[src/rtl/backoff_pkg.sv]
package backoff_pkg;
   typedef enum logic [1:0] {
      ST_IDLE  = 2'd0,
      ST_ISSUE = 2'd1,
      ST_WAIT  = 2'd2
   } bo_state_e;
endpackage

[src/rtl/backoff_count.sv]
module backoff_count #(
   parameter int CNT_W    = 14,
   parameter int LIMIT    = 4096,
   parameter int SCALE_SH = 7,
   localparam int AMT_W   = CNT_W + SCALE_SH
) (
   input  logic             clk,
   input  logic             rst_n,
   input  logic             clear_i,
   input  logic             step_i,
   output logic [AMT_W-1:0] amt_o
);
   localparam logic [CNT_W-1:0] LIM_C = CNT_W'(LIMIT);
   localparam logic [CNT_W-1:0] ONE_C = CNT_W'(1);

   logic [CNT_W-1:0] cnt_q;

   always_ff @(posedge clk) begin
      if (!rst_n || clear_i)
         cnt_q <= ONE_C;
      else if (step_i)
         cnt_q <= (cnt_q > LIM_C) ? cnt_q : (cnt_q << 1);
   end

   generate
      if (SCALE_SH == 0) begin : g_noscale
         assign amt_o = cnt_q;
      end else begin : g_scale
         assign amt_o = {cnt_q, {SCALE_SH{1'b0}}};
      end
   endgenerate
endmodule

[src/rtl/backoff_fsm.sv]
module backoff_fsm
   import backoff_pkg::*;
(
   input  logic clk,
   input  logic rst_n,
   input  logic start_i,
   input  logic fail_i,
   input  logic success_i,
   input  logic pause_done_i,
   output logic pause_req_o,
   output logic busy_o,
   output logic clear_o,
   output logic step_o
);
   bo_state_e state_q;
   logic      abort;

   assign abort = start_i | success_i;

   always_ff @(posedge clk) begin
      if (!rst_n || abort) begin
         state_q <= ST_IDLE;
      end else begin
         case (state_q)
            ST_IDLE:  if (fail_i) state_q <= ST_ISSUE;
            ST_ISSUE: state_q <= ST_WAIT;
            ST_WAIT:  if (pause_done_i) state_q <= ST_IDLE;
            default:  state_q <= ST_IDLE;
         endcase
      end
   end

   assign pause_req_o = (state_q == ST_ISSUE);
   assign busy_o      = (state_q != ST_IDLE);
   assign clear_o     = abort;
   assign step_o      = (state_q == ST_WAIT) && pause_done_i && !abort;
endmodule

[src/rtl/backoff_retry_ctrl.sv]
module backoff_retry_ctrl #(
   parameter int CNT_W    = 14,
   parameter int LIMIT    = 4096,
   parameter int SCALE_SH = 7,
   localparam int AMT_W   = CNT_W + SCALE_SH
) (
   input  logic             clk,
   input  logic             rst_n,
   input  logic             start_i,
   input  logic             fail_i,
   input  logic             success_i,
   output logic             pause_req_o,
   output logic [AMT_W-1:0] pause_amt_o,
   input  logic             pause_done_i,
   output logic             busy_o
);
   generate
      if (CNT_W < 2 || LIMIT < 1 || SCALE_SH < 0)
         $error("backoff_retry_ctrl: bad parameter values");
      if (longint'(2) * LIMIT >= (longint'(1) << CNT_W))
         $error("backoff_retry_ctrl: CNT_W cannot hold the saturated count");
   endgenerate

   logic clear_w;
   logic step_w;

   backoff_fsm fsm_i (
      .clk         (clk),
      .rst_n       (rst_n),
      .start_i     (start_i),
      .fail_i      (fail_i),
      .success_i   (success_i),
      .pause_done_i(pause_done_i),
      .pause_req_o (pause_req_o),
      .busy_o      (busy_o),
      .clear_o     (clear_w),
      .step_o      (step_w)
   );

   backoff_count #(
      .CNT_W   (CNT_W),
      .LIMIT   (LIMIT),
      .SCALE_SH(SCALE_SH)
   ) cnt_i (
      .clk    (clk),
      .rst_n  (rst_n),
      .clear_i(clear_w),
      .step_i (step_w),
      .amt_o  (pause_amt_o)
   );
endmodule

[config.mk]
export PLATFORM = sky130hd
export DESIGN_NAME = backoff_retry_ctrl
export DESIGN_NICKNAME = d
export VERILOG_FILES = /design/src/rtl/backoff_pkg.sv /design/src/rtl/backoff_count.sv /design/src/rtl/backoff_fsm.sv /design/src/rtl/backoff_retry_ctrl.sv
export SDC_FILE = /design/constraint.sdc
export NUM_CORES = 1
export LEC_CHECK = 0
export BUFFER_PORTS_ARGS = -buffer_cell sky130_fd_sc_hd__buf_2
export CORE_UTILIZATION = 42
export CTS_CLUSTER_DIAMETER = 150
export CTS_CLUSTER_SIZE = 25
export DETAILED_ROUTE_END_ITERATION = 10
export GPL_ROUTABILITY_DRIVEN = 0
export GPL_TIMING_DRIVEN = 0
export HOLD_SLACK_MARGIN = 0.1
export PLACE_DENSITY = 0.73
export SETUP_SLACK_MARGIN = 0.15
export SYNTH_ARGS = -nofsm -noshare
export SYNTH_HDL_FRONTEND = slang
export SYNTH_HIERARCHICAL = 1
export SYNTH_SLANG_ARGS = --single-unit
[constraint.sdc]
create_clock -name clk -period 1.8 [get_ports clk]
set_input_delay 0.18 -clock clk [delete_from_list [all_inputs] [get_ports clk]]
set_output_delay 0.18 -clock clk [all_outputs]
set_load 0.01 [all_outputs]
* After elaboration in Yosys (flattened, before gate mapping)
Index checks and enable logic that the tools add are counted.
** Storage, ports and cells
- Bits of input ports :: 6
- Flip-flop bits (word level) :: 16
- Output and inout port bits :: 23
- Word-level logic and storage cells :: 21
** Operators by class
- Muxes and demuxes :: 3
- Order comparisons :: 1
- Eq/ne operators :: 4
- Reductions and logical operators :: 9
- Bitwise logic cells :: 2
** Operator list (count)
- greater-than comparator 14 x 13 -> 1 bit, second input constant :: 1
- one-hot mux 2 bit (3 select lines) :: 1
- 2-to-1 mux 2 bit :: 2
- != test 2 bit, second input constant :: 2
- AND reduction 2 bit :: 2
- equality test 2 x 1 -> 1 bit, second input constant :: 1
- equality test 2 bit, second input constant :: 1
- logical AND 1 bit :: 2
- logical NOT 1 bit :: 2
- logical NOT 2 bit :: 1
- nonzero test 2 bit :: 1
- logical OR 1 bit :: 1
- inverter 1 bit :: 1
- OR 1 bit :: 1

* Logic depth before layout (Yosys ltp)
- Depth in word-level cells :: 4
- Gate-level depth with buffers :: 8
- Mapped depth without buffers :: 7

* Cells and area by module
The synthesis kept the hierarchy.
** Modules (own cells, without submodules)
- backoff_count :: area an instance 669.4 um^2, instances 1, sequential area each 280.3 um^2, cells each 78
- backoff_fsm :: area an instance 98.8 um^2, instances 1, sequential area each 40.0 um^2, cells each 12

* Least setup slack after synthesis
OpenSTA, ideal clock, no wires.
- Kind :: register to register
- From :: register fsm_i.state_q[1]
- To :: register cnt_i.cnt_q[1]
- Buffers on the path :: 1
- Cell stages (with the launch flop) :: 8
- Required time :: 1.684 ns
- Clock period less this slack :: 1.609 ns
- Library setup time :: 0.116 ns
- Arrival :: 1.492 ns
- Setup slack :: 0.191 ns
- Path through :: dfxtp_1 -> nand2_1 -> nor3_1 -> buf_6 -> inv_6 -> or3_4 -> and3_1 -> a41o_1
** On the way
- Cells in the longest elaborated chain, start to end :: 4
** RTL lines
- start, declared :: RTL line backoff_fsm.sv:15 : bo_state_e state_q;
- start signal, assigned :: RTL line backoff_fsm.sv:22 : state_q <= ST_IDLE;
- start signal, assigned :: RTL line backoff_fsm.sv:25 : ST_IDLE: if (fail_i) state_q <= ST_ISSUE;
- start signal, assigned :: RTL line backoff_fsm.sv:26 : ST_ISSUE: state_q <= ST_WAIT;
- equality test 2 bit :: RTL line backoff_fsm.sv:36 : assign step_o = (state_q == ST_WAIT) && pause_done_i && !abort;
- logical AND 1 bit (2 in series) :: RTL line backoff_fsm.sv:36
- named net step_w :: RTL line backoff_retry_ctrl.sv:25 : logic step_w;
- AND reduction 2 bit (no line)
- end signal, assigned :: RTL line backoff_count.sv:22 : cnt_q <= (cnt_q > LIM_C) ? cnt_q : (cnt_q << 1);
- end, declared :: RTL line backoff_count.sv:16 : logic [CNT_W-1:0] cnt_q;
The timed path passes the listed nets, and every way through them passes these cells.
A chain may end at the register's enable or synchronous reset.

* Worst setup path in the final report
- From :: register fsm_i.state_q[0]
- To :: register cnt_i.cnt_q[1]
Same word-level chain as after synthesis.

==> results.toml <==
[routing]
drc_errors = 0
drtAntennaViolNets = 0
routed_wl_mm = 1.706
avgRoutedWirePerCell_um = 11.61
dr.pass1.iters = 4
dr.first_iter.drc_count = 10
viasPerCell = 5.075
vias = 746

[cells_and_area]
n_antenna_cell = 0
area_growth_pct = 27.20
layout_commonest_cell = "buf_2"
mostFrequentLayoutCells = "buf_2 (22), dfxtp_1 (15), nand3_1 (9)"
final_nets = 129
drive_gt1_share_pct = 35.25

[synth]
ys_ff_latch = 16
syn_area_per_cell_um2 = 8.536
synth_cells = 90
synth_cell_type_count = 31
synth_area_um2 = 768.2
yosys_warnings = 6
seq_area_frac_synth_pct = 41.69

[outcome]
status = "finished clean"

[setup_path]
critPathTopFamily = "simple AND/OR/NAND/NOR gates"
slowest_stage = "dfxtp_1"
critPathMaxFanout = 10
slowest_delay_ps = 360
cp_data_required_time_ps = 1990
cp-start-kind = "flop"
critPathBufInv = 2
endpoint_kind = "flop"
crit_arrival_ps = 1770
criticalPathCategory = "flop to flop"
crit_chain = "nor3_2, buf_6, inv_6, or3_4, and3_1, a41o_1"

[power]
power.total_mw = 0.6310
powerDensity_nw_per_um2 = 645.7
p_leak_nw = 0.4899
vdd_ir_drop_max_mv = 0.5461

[clock_tree]
ctsHtreeMaxLevel = 1
cts_root_buffer = "clkbuf_4"
clk_latency_ps = 290
clock-sinks = 16
cts_tree = "done"
clk_pin_slew_worst_paths_ps = 90
cts_inserted_buffers = 3
cts_buffer_depth = 2

[global_route]
overflow = 0
grt_max_degree = 11
grt_pass1_vias = 580
grt_usage_pct = 17.98
grt_first_pass_wirelength_mm = 2.635
grt_antenna_before_repair = 0

[sta]
finalMaxSlewViolations = 0
max_freq_ghz = 0.6301
rsz0062_at_grt = "false"
hold_viol = 0
post-route-period-util_pct = 88.17
finalSetupViolations = 0
finalCriticalPeriod_ps = 1587
hold_slack_ps = 119.2
fin_worst_skew_ps = 2.648

[floorplan]
die_w_um = 44.77
dieArea_um2 = 2004
pin_count = 29
start_util_pct = 44.49
core_um2 = 1727
die_h_um = 44.77
fp-row-count = 15

[place]
port_buffers = 21
hpwl_mm = 1.238

[job]
drv_cap = 0

[worst_hold_path]
hp-class = "primary input to flop"
final timing paths:
check,start,end,slack [ps],cells past startpoint
max,fsm_i/state_q[0]$_SDFFE_PP0P_,cnt_i/cnt_q[1]$_SDFFE_PP0P_,210,6
min,fail_i,fsm_i/state_q[0]$_SDFFE_PP0P_,120,3
max reg2reg,fsm_i/state_q[0]$_SDFFE_PP0P_,cnt_i/cnt_q[1]$_SDFFE_PP0P_,210,6
min reg2reg,fsm_i/state_q[1]$_SDFFE_PP0P_,fsm_i/state_q[0]$_SDFFE_PP0P_,460,1
registers in the layout (all words and copies together) (netlist names):
name,count
cnt_i/cnt_q,14
fsm_i/state_q,2
routing by layer:
| layer | part of all wire, % | track usage (%) | wire length (um) | up-vias |
|---|---|---|---|---|
| met4 | 0.76 | 5.455 | 13 | 0 |
| met3 | 6.5 | 6.000 | 111 | 2 |
| li1 | - | - | - | 381 |
| met2 | 45 | 27.06 | 772 | 28 |
| met1 | 47 | 24.50 | 807 | 335 |
| met5 | 0 | 0 | 0 | - |
kinds of logic after synthesis:
logic type | synth area share, %
AND/OR/NAND/NOR | 30.78
AO/OA/AOI/OAI | 15.96
flip-flops | 41.69
buffers and inverters | 11.07
other | 0.4881
final cells by class:
| type | instances | area (um^2) |
|---|---|---|
| buffer | 10 | 72.57 |
| clock buffer | 4 | 36.28 |
| fill | 177 | 749.5 |
| inverter | 2 | 12.51 |
| multi-input combinational | 68 | 390.4 |
| sequential | 16 | 321.6 |
| tap | 25 | 31.28 |
| timing repair buffer | 22 | 112.6 |
tightest hold or removal path, stage by stage:
cell and delay (ps):
buf_2 100, nand2_1 50, nor4_1 40
metrics by stage:
stage               cells  util (%)  area (um^2)  worst slack [ps]  TNS, ps
floorplan              96         -        790.8             191.3        0
global placement      142     53.70        927.1            -8.545   -21.05
detailed placement    142     53.70        927.1            -13.50   -28.79
CTS                   147     56.30        972.2             165.1        0
global route          147     56.59        977.2             150.6        0
finish                147     56.59        977.2             212.9        0
report_power, final:
part / leakage (nW) / internal (mW) / total (mW) / switching [mW]
combinational: 0.339 / 0.0185 / 0.0394 / 0.0209
sequential: 0.129 / 0.354 / 0.355 / 0.000948
clock: 0.0210 / 0.123 / 0.236 / 0.113
total: 0.490 / 0.496 / 0.631 / 0.135
Yosys cell counts, drive strengths merged:
cell type	count	share of area, %
a41o	3	3.9
clkbuf	1	0.49
nand3	9	5.9
a211oi	2	2.0
inv	2	1.6
or3	1	1.5
a32oi	1	1.1
nand2	8	3.9
a31oi	1	0.81
dfxtp	16	42
nor2b	2	2.0
conb	1	0.49
o211a	1	1.3
buf	9	9.0
o21ai	2	1.3
o31ai	1	0.98
nor4	3	2.4
or2	2	1.6
nor2	5	2.4
nand4	4	3.3
nand2b	1	0.81
nor3	3	2.6
nand3b	1	0.98
and3	3	2.4
nor3b	1	0.98
a21oi	7	4.6
timing repair:
| item | CTS | global route |
|---|---|---|
| buffers inserted | 1 | 0 |
| resized for setup | 1 | 1 |
| hold buffers | 0 | 0 |
| setup endpoints to repair | 4 | 5 |
(Power assumes the default switching activity.)
